### config.mk
export PLATFORM = sky130hd
export DESIGN_NAME = strobe_wait_servant
export DESIGN_NICKNAME = d
export VERILOG_FILES = /design/src/rtl/swsv_pkg.sv /design/src/rtl/swsv_timer.sv /design/src/rtl/swsv_ctrl.sv /design/src/rtl/swsv_outreg.sv /design/src/rtl/strobe_wait_servant.sv
export SDC_FILE = /design/constraint.sdc
export NUM_CORES = 1
export LEC_CHECK = 0
export ABC_AREA = 1
export BUFFER_PORTS_ARGS = -buffer_cell sky130_fd_sc_hd__buf_2
export CORE_MARGIN = 2
export CORE_UTILIZATION = 47
export CTS_CLUSTER_DIAMETER = 200
export DETAILED_ROUTE_END_ITERATION = 10
export GPL_TIMING_DRIVEN = 1
export PLACE_DENSITY_LB_ADDON = 0.1
export RECOVER_POWER = 50
export SYNTH_ARGS = -nofsm -noshare
export SYNTH_HDL_FRONTEND = slang
export SYNTH_HIERARCHICAL = 1
export SYNTH_SLANG_ARGS = --single-unit
### constraint.sdc
create_clock -name clk -period 2.1 [get_ports clk]
set_input_delay 0.105 -clock clk [delete_from_list [all_inputs] [get_ports clk]]
set_output_delay 0.105 -clock clk [all_outputs]
set_load 0.02 [all_outputs]
### src/rtl/swsv_pkg.sv
package swsv_pkg;

  typedef enum logic [1:0] {
    ST_IDLE  = 2'd0,
    ST_FETCH = 2'd1,
    ST_HOLD  = 2'd2
  } swsv_state_e;

  // The word may be taken at edge index `elapsed` once latency has run out
  // and the source reports ready.
  function automatic logic can_load(input int unsigned elapsed,
                                    input int unsigned lat,
                                    input logic        ready);
    return (elapsed >= lat) && ready;
  endfunction

  // Wait must be raised now if the latency alone already misses the window,
  // or if this edge is the last one that could still make the window.
  function automatic logic must_wait(input int unsigned elapsed,
                                     input int unsigned lat,
                                     input int unsigned taccess);
    return (lat >= taccess) || (elapsed + 1 >= taccess);
  endfunction

endpackage

### src/rtl/swsv_timer.sv
module swsv_timer #(
  parameter int LAT_W = 3,
  parameter int CNT_W = 5
) (
  input  logic             clk,
  input  logic             rst,
  input  logic             accept_ev,
  input  logic             fetching,
  input  logic [LAT_W-1:0] lat_sel,
  output logic [CNT_W-1:0] elapsed_q,
  output logic [LAT_W-1:0] lat_q
);
  localparam logic [CNT_W-1:0] CNT_MAX = '1;

  always_ff @(posedge clk) begin
    if (rst) begin
      elapsed_q <= '0;
      lat_q     <= '0;
    end else if (accept_ev) begin
      elapsed_q <= CNT_W'(1);
      lat_q     <= lat_sel;
    end else if (fetching && elapsed_q != CNT_MAX) begin
      elapsed_q <= elapsed_q + CNT_W'(1);
    end
  end
endmodule

### src/rtl/swsv_ctrl.sv
module swsv_ctrl
  import swsv_pkg::*;
(
  input  logic        clk,
  input  logic        rst,
  input  logic        req,
  input  logic        hs_mode,
  input  logic        hit,
  input  logic        slow,
  output logic        fetching,
  output logic        accept_ev,
  output logic        load_ev,
  output logic        wait_set_ev,
  output logic        clear_ev
);
  swsv_state_e state_q, state_d;
  logic        idle, holding, active, abort_ev, release_ev;

  assign idle        = (state_q == ST_IDLE);
  assign fetching    = (state_q == ST_FETCH);
  assign holding     = (state_q == ST_HOLD);
  assign active      = (idle | fetching) & req;
  assign accept_ev   = idle & req;
  assign load_ev     = active & hit;
  assign wait_set_ev = active & ~hit & ~hs_mode & slow;
  assign abort_ev    = fetching & ~req;
  assign release_ev  = holding & ~req;
  assign clear_ev    = abort_ev | release_ev;

  always_comb begin
    state_d = state_q;
    unique case (state_q)
      ST_IDLE:  if (req) state_d = hit ? ST_HOLD : ST_FETCH;
      ST_FETCH: if (!req) state_d = ST_IDLE;
                else if (hit) state_d = ST_HOLD;
      ST_HOLD:  if (!req) state_d = ST_IDLE;
      default:  state_d = ST_IDLE;
    endcase
  end

  always_ff @(posedge clk) begin
    if (rst) state_q <= ST_IDLE;
    else     state_q <= state_d;
  end
endmodule

### src/rtl/swsv_outreg.sv
module swsv_outreg #(
  parameter int DATA_W = 8
) (
  input  logic              clk,
  input  logic              rst,
  input  logic              load_ev,
  input  logic              wait_set_ev,
  input  logic              clear_ev,
  input  logic              hs_mode,
  input  logic [DATA_W-1:0] src_word,
  output logic [DATA_W-1:0] data_q,
  output logic              valid_q,
  output logic              wait_q,
  output logic              ack_q
);
  always_ff @(posedge clk) begin
    if (rst || clear_ev) begin
      data_q  <= '0;
      valid_q <= 1'b0;
      wait_q  <= 1'b0;
      ack_q   <= 1'b0;
    end else if (load_ev) begin
      data_q  <= src_word;
      valid_q <= 1'b1;
      wait_q  <= 1'b0;
      ack_q   <= hs_mode;
    end else if (wait_set_ev) begin
      wait_q  <= 1'b1;
    end
  end
endmodule

### src/rtl/strobe_wait_servant.sv
module strobe_wait_servant
  import swsv_pkg::*;
#(
  parameter int DATA_W       = 8,
  parameter int LAT_W        = 3,
  parameter int TACCESS      = 3,
  parameter bit USE_LAT_PORT = 1'b1,
  parameter int DEF_LAT      = 2
) (
  input  logic              clk,
  input  logic              rst,
  input  logic              req,
  input  logic [LAT_W-1:0]  req_lat,
  input  logic              hs_mode,
  input  logic              src_ready,
  input  logic [DATA_W-1:0] src_word,
  output logic [DATA_W-1:0] rd_data,
  output logic              rd_valid,
  output logic              bus_wait,
  output logic              ack
);
  localparam int CNT_BASE = (LAT_W > $clog2(TACCESS + 1)) ? LAT_W : $clog2(TACCESS + 1);
  localparam int CNT_W    = CNT_BASE + 1;

  logic [LAT_W-1:0] lat_sel, lat_q, cur_lat;
  logic [CNT_W-1:0] elapsed_q, cur_e;
  logic             fetching, accept_ev, load_ev, wait_set_ev, clear_ev;
  logic             hit, slow;

  generate
    if (USE_LAT_PORT) begin : g_lat_port
      assign lat_sel = req_lat;
    end else begin : g_lat_fixed
      logic unused_lat;
      assign unused_lat = ^req_lat;
      assign lat_sel    = LAT_W'(DEF_LAT);
    end
  endgenerate

  // Edge index and latency in force at the current edge: edge 0 uses the
  // latency presented with the request itself.
  assign cur_e   = fetching ? elapsed_q : '0;
  assign cur_lat = fetching ? lat_q : lat_sel;
  assign hit     = can_load(32'(cur_e), 32'(cur_lat), src_ready);
  assign slow    = must_wait(32'(cur_e), 32'(cur_lat), TACCESS);

  swsv_timer #(.LAT_W(LAT_W), .CNT_W(CNT_W)) u_timer (
    .clk       (clk),
    .rst       (rst),
    .accept_ev (accept_ev),
    .fetching  (fetching),
    .lat_sel   (lat_sel),
    .elapsed_q (elapsed_q),
    .lat_q     (lat_q)
  );

  swsv_ctrl u_ctrl (
    .clk         (clk),
    .rst         (rst),
    .req         (req),
    .hs_mode     (hs_mode),
    .hit         (hit),
    .slow        (slow),
    .fetching    (fetching),
    .accept_ev   (accept_ev),
    .load_ev     (load_ev),
    .wait_set_ev (wait_set_ev),
    .clear_ev    (clear_ev)
  );

  swsv_outreg #(.DATA_W(DATA_W)) u_out (
    .clk         (clk),
    .rst         (rst),
    .load_ev     (load_ev),
    .wait_set_ev (wait_set_ev),
    .clear_ev    (clear_ev),
    .hs_mode     (hs_mode),
    .src_word    (src_word),
    .data_q      (rd_data),
    .valid_q     (rd_valid),
    .wait_q      (bus_wait),
    .ack_q       (ack)
  );
endmodule

======== After elaboration in Yosys (flattened, before gate mapping) ========
Cells that the tools add are included.
storage, ports and cells
  bits in registers ....................... 20
  output and inout bits ................... 11
  word-level logic and storage cells ...... 51
cells by class
  $add $sub $neg .......................... 2
  $lt $le $gt $ge ......................... 3
  equality and inequality tests ........... 6
  muxes and demuxes ....................... 10
  bitwise gates (word level) .............. 13
  reductions and logical operators ........ 9
operators with widths
  cell                                                                    number
  2-bit two-way mux                                                       5
  1-bit bitwise AND                                                       8
  2-bit one-hot mux with 3 select lines                                   1
  4-bit by 1-bit adder with 5-bit output (second input constant)          1
  5-bit by 2-bit >= comparator with 1-bit output (second input constant)  1
  4-bit by 1-bit adder with 4-bit output (second input constant)          1
  4-bit by 3-bit >= comparator with 1-bit output                          1
  4-bit two-way mux                                                       1
  2-bit != test (second input constant)                                   2
  4-bit != test (second input constant)                                   1
  2-bit OR reduction                                                      2
  3-bit by 2-bit >= comparator with 1-bit output (second input constant)  1
  3-bit two-way mux                                                       1
  3-bit by 2-bit != test with 1-bit output (second input constant)        1
  1-bit inverter                                                          3
  3-bit AND reduction                                                     1
  2-bit by 1-bit equality test with 1-bit output (second input constant)  1
  2-bit equality test (second input constant)                             1
  1-bit logical AND                                                       2
  2-bit zero test                                                         1
  1-bit logical OR                                                        2
  1-bit two-way mux                                                       2
  1-bit OR                                                                2
  2-bit nonzero test                                                      1

======== Logic depth before layout (Yosys ltp) ========
  depth in word-level cells ............... 8
  depth in mapped cells ................... 21
  gate-level depth less buffers ........... 19

======== Cells and area by module ========
The synthesis kept the hierarchy.
by module, submodules not included
  module               instances  cells an instance  area an instance (µm²)  seq. area each (µm²)
  swsv_outreg          1          65                 466.7                   220.2
  swsv_timer           1          44                 320.3                   140.1
  strobe_wait_servant  1          47                 266.5                   0.0
  swsv_ctrl            1          19                 125.1                   40.0

======== Least setup slack after synthesis ========
Ideal clock, no wire load.
  path kind ............................... reg2reg
  start ................................... reg u_ctrl.state_q[1]
  end ..................................... reg u_out.ack_q
  data arrival time ....................... 2.013 ns
  setup slack ............................. -0.027 ns
  stages on the path, launching flop included .. 21
  path buffers ............................ 2
  period minus slack after synthesis ...... 2.127 ns
  cells stage by stage .................... dfxtp_1 inv_1 nand2_1 inv_1 buf_6 nand2_2 o21ai_2 inv_1 ha_1 nand2_1 inv_1 nand3_1 nand3_1 nand2_1 inv_1 nand3_2 inv_1 buf_2 nand2_1 nand2_1 nor2_2
between the ends
  cells in the longest elaborated chain, start to end .. 5
RTL lines
  item                                                           line                                                  text
  start, declared                                                swsv_ctrl.sv:16                                       swsv_state_e state_q, state_d;
  start signal, assigned                                         swsv_ctrl.sv:43                                       else state_q <= state_d;
  2-bit by 1-bit equality test with 1-bit output (*)             swsv_ctrl.sv:20                                       assign fetching = (state_q == ST_FETCH);
  via fetching                                                   strobe_wait_servant.sv:27                             logic fetching, accept_ev, load_ev, wait_set_ev, clear_ev;
  4-bit two-way mux / 3-bit two-way mux (equally long branches)  strobe_wait_servant.sv:42, strobe_wait_servant.sv:43
  4-bit by 3-bit >= comparator with 1-bit output (*)             swsv_pkg.sv:14                                        return (elapsed >= lat) && ready;
  1-bit logical AND (*)                                          swsv_pkg.sv:14
  via hit                                                        strobe_wait_servant.sv:28                             logic hit, slow;
  1-bit bitwise AND (*)                                          swsv_ctrl.sv:24                                       assign load_ev = active & hit;
  via load_ev                                                    strobe_wait_servant.sv:27
  end signal, assigned                                           swsv_outreg.sv:26                                     ack_q <= hs_mode;
  end, declared                                                  swsv_outreg.sv:14                                     output logic ack_q
The timed path passes the listed nets; every way through them passes the cells marked *.
A chain may end at the register's enable or synchronous reset.

======== Final worst setup path ========
  start ................................... reg u_ctrl.state_q[1]
  end ..................................... reg u_out.data_q[3]
between the ends
  cells in the longest elaborated chain, start to end .. 5
RTL lines
  item                                                           line                                                  text
  2-bit by 1-bit equality test with 1-bit output (*)             swsv_ctrl.sv:20
  via fetching                                                   strobe_wait_servant.sv:27
  4-bit two-way mux / 3-bit two-way mux (equally long branches)  strobe_wait_servant.sv:42, strobe_wait_servant.sv:43
  4-bit by 3-bit >= comparator with 1-bit output (*)             swsv_pkg.sv:14
  1-bit logical AND (*)                                          swsv_pkg.sv:14
  via hit                                                        strobe_wait_servant.sv:28
  1-bit bitwise AND (*)                                          swsv_ctrl.sv:24
  via load_ev                                                    strobe_wait_servant.sv:27
  end signal, assigned                                           swsv_outreg.sv:23                                     data_q <= src_word;
  end, declared                                                  swsv_outreg.sv:11                                     output logic [DATA_W-1:0] data_q,
Marks and branches as above.

==> run_results.csv <==
group,metric,value,unit
status,status,"finished, final reports clean",
setup_path,endpoint_kind,"flop",
timing,report.final.hold_viol_count,0,
finish,fin_area,0.00151,mm²
setup_path,required,2.30,ns
synthesis,synth_top_area_cell,"dfxtp_1",
finish,area.sequential,402,µm²
clock_tree,clockBufferDepth,2,
route,met2_length,1170,µm
route,via_per_inst,4.65,
route,highest_layer,"met4",
grt,grt.total_usage,17.6,%
hold_path,hold_depth,2,
timing,clock.fmax,497,MHz
finish,syn_to_final_growth,28.0,%
floorplan,dieWidth,54.1,µm
finish,n_antenna_cell,0,
floorplan,die_area,0.00292,mm²
setup_path,crit_type,"flop to flop",
placement,dpl-instance-area,0.00137,mm²
timing,tightest_slew,0.274,ns
floorplan,fp.dieH,54.1,µm
placement,hpwl,1790,µm
synthesis,syn-mean-instance-area,6.74,µm²
setup_path,critPathLaunch,"u_ctrl/state_q[1]",
finish,layout_common_cells,"nand2_1 (38), inv_1 (28), nor2_1 (25)",
timing,maxSlewHeadroom,81.7,%
synthesis,synth_top_area_share,34.0,%
clock_tree,root_buffer,"clkbuf_4",
grt,grt_remaining_overflow,0,
setup_path,cp_slowest_cell,"dfxtp_2",
route,drt-initial-drc-count,22,
route,drc,0,
finish,multi_input_area,654,µm²
synthesis,syn_area,0.00118,mm²
finish,layout_commonest_cell,"nand2_1",
route,vias,1131,
clock_tree,tritoncts,"built",
route,wl_per_cell,10.6,µm
clock_tree,cts_sinks,20,
synthesis,ys_types,23,
power,leakagePower,0.748,nW
route,met3_length,82,µm
finish,nets,236,
hold_path,hold_start,"rst",
power,powerDensity,649,mW/mm²
synthesis,ys_seq_area_share,34.0,%
setup_path,critPathTopFamily,"buffers and inverters",
setup_path,worstRegToRegCells,17,
setup_path,crit_chain,"inv_2 > nand2_4 > clkinv_4 > buf_4 > o21ai_4 > ha_1 > inv_1 > a21oi_1 > nand2_1 > nand3_1 > nand2_1 > inv_2 > nand3_4 > inv_4 > clkbuf_16 > nor2_1 > nor2_2",
timing,layout_setup_ws,0.0874,ns
placement,gp_congestion,0.799,
floorplan,initial_core_util,48.5,%
setup_path,arrival,2.22,ns
timing,post-route-period-util,95.8,%
power,peakVddDrop,0.000454,V
route,wl_met1,1320,µm
route,ant_nets,0,
clock_tree,htree_levels,1,
setup_path,cp-start-kind,"flop",
clock_tree,clk_latency,0.31,ns
setup_path,critPathBufInv,7,
timing,fin_skew,0.0140,ns
synthesis,synth.area.top_cells,"dfxtp_1 (34%), nand2_1 (12%), inv_1 (10%), nor2_1 (9.2%), ha_1 (6.4%)",
grt,grt_antenna_before_repair,0,
placement,port_buffers,26,
route,drt-total-wl,2580,µm
floorplan,core,0.00243,mm²
floorplan,io_pins,27,
finish,nFillCells,246,
grt,grt_max_degree,21,
synthesis,ys_warn_count,6,
timing,setup_violations,0,
route,drtPass1Iterations,4,
clock_tree,cts.reportedPaths.clkPinSlew,0.13,ns
timing,drv_slew,0,
setup_path,reg2reg_from,"u_ctrl/state_q[1]",
synthesis,syn_nets,197,
synthesis,synth_cells,175,
setup_path,critPathMaxStageDelay,0.35,ns
finish,fin_util,62.0,%
grt,grt_pass1_wl,3730,µm
setup_path,cp.depth,17,
finish,drive_gt1_share,28.6,%
grt,grt_pass1_vias,911,
hold_path,hp-class,"input port to flop",
timing,finalCriticalPeriod,2.01,ns
clock_tree,numCtsBuffers,3,
flow_run,cap_violations,0,
placement,place_ws,-0.0884,ns
setup_path,critPathMaxFanout,10,
floorplan,rows,18,
synthesis,synth_seq_cells,20,
cell families (layout without fill, tap and decap cells):
group                      count (synthesis)  count (layout)  synth area share [%]
AOI/OAI and AO/OA                         16              16                  8.49
xor gates and xnor gates                   1               1                 0.743
adders and majority gates                  6               6                  6.37
buffers and inverters                     37              75                  13.3
DFF                                       20              20                  34.0
and+or+nand+nor                           95              95                  37.2
Yosys cell counts, drive strengths merged:
cell type  count
nand2         44
nor2          39
inv           32
dfxtp         20
nand3         10
o21ai          8
a21oi          6
ha             6
buf            4
a21boi         1
clkinv         1
nand4          1
nor3           1
o21a           1
xor2           1
metal layers:
| metal | global-route usage (%) | up-vias |
|---|---|---|
| li1 | - | 604 |
| met1 | 23.7 | 507 |
| met2 | 27.8 | 18 |
| met3 | 3.33 | 2 |
| met4 | 6.25 | 0 |
| met5 | 0 | - |
where the power goes:
group / internal [W] / total, W / switching, W
registers: 0.000403 / 0.000419 / 0.0000161
logic: 0.0000990 / 0.000243 / 0.000144
clock network: 0.000193 / 0.000317 / 0.000124
worst register-to-register path: cells and delay by family (launching register included):
kind                     cells  cell delay, ns
buffers and inverters        7            0.59
AND/OR/NAND/NOR              7            0.53
adder cells (fa/ha/maj)      1            0.27
AO/OA/AOI/OAI                2            0.16
flip-flops                   1            0.35
stage by stage:
step	instances	total power, W	hold slack, ns	TNS [ns]
floorplan	175	0.000578	0.167	0
global placement	233	0.000634	0.366	0
detailed placement	233	0.000639	0.369	-0.774
CTS	239	0.000963	0.0167	0
global route	243	0.00104	0.00474	-0.128
finish	243	0.000980	0.0220	0
final timing paths:
kind                            end  slack [ns]
hold / removal    u_ctrl/state_q[1]        0.02
setup / recovery    u_out/data_q[3]        0.09
setup reg to reg    u_out/data_q[3]        0.09
hold reg to reg       u_out/valid_q        0.47
area by class of cell:
cell class,instances,share of cell area (%)
inverters,33,8.71
well taps,30,2.49
clock inverters,1,1.99
multi-input cells,118,43.4
flip-flops and latches,20,26.6
repair buffers,37,14.9
clock buffers,3,1.49
repair inverters,1,0.415
repair_timing:
action / 4_1_cts / 5_1_grt
pin swaps: 0 / 1
gates cloned: 0 / 2
resized for setup: 3 / 15
setup buffers: 2 / 2
endpoints found under the setup margin: 11 / 11
hold buffers: 0 / 0
registers in the layout (all words and copies together) (netlist names):
| register | count |
|---|---|
| u_ctrl/state_q | 2 |
| u_out/ack_q | 1 |
| u_timer/lat_q | 3 |
| u_out/valid_q | 1 |
| u_out/wait_q | 1 |
| u_timer/elapsed_q | 4 |
| u_out/data_q | 8 |
No activity file was read; power rests on OpenSTA's default activity.
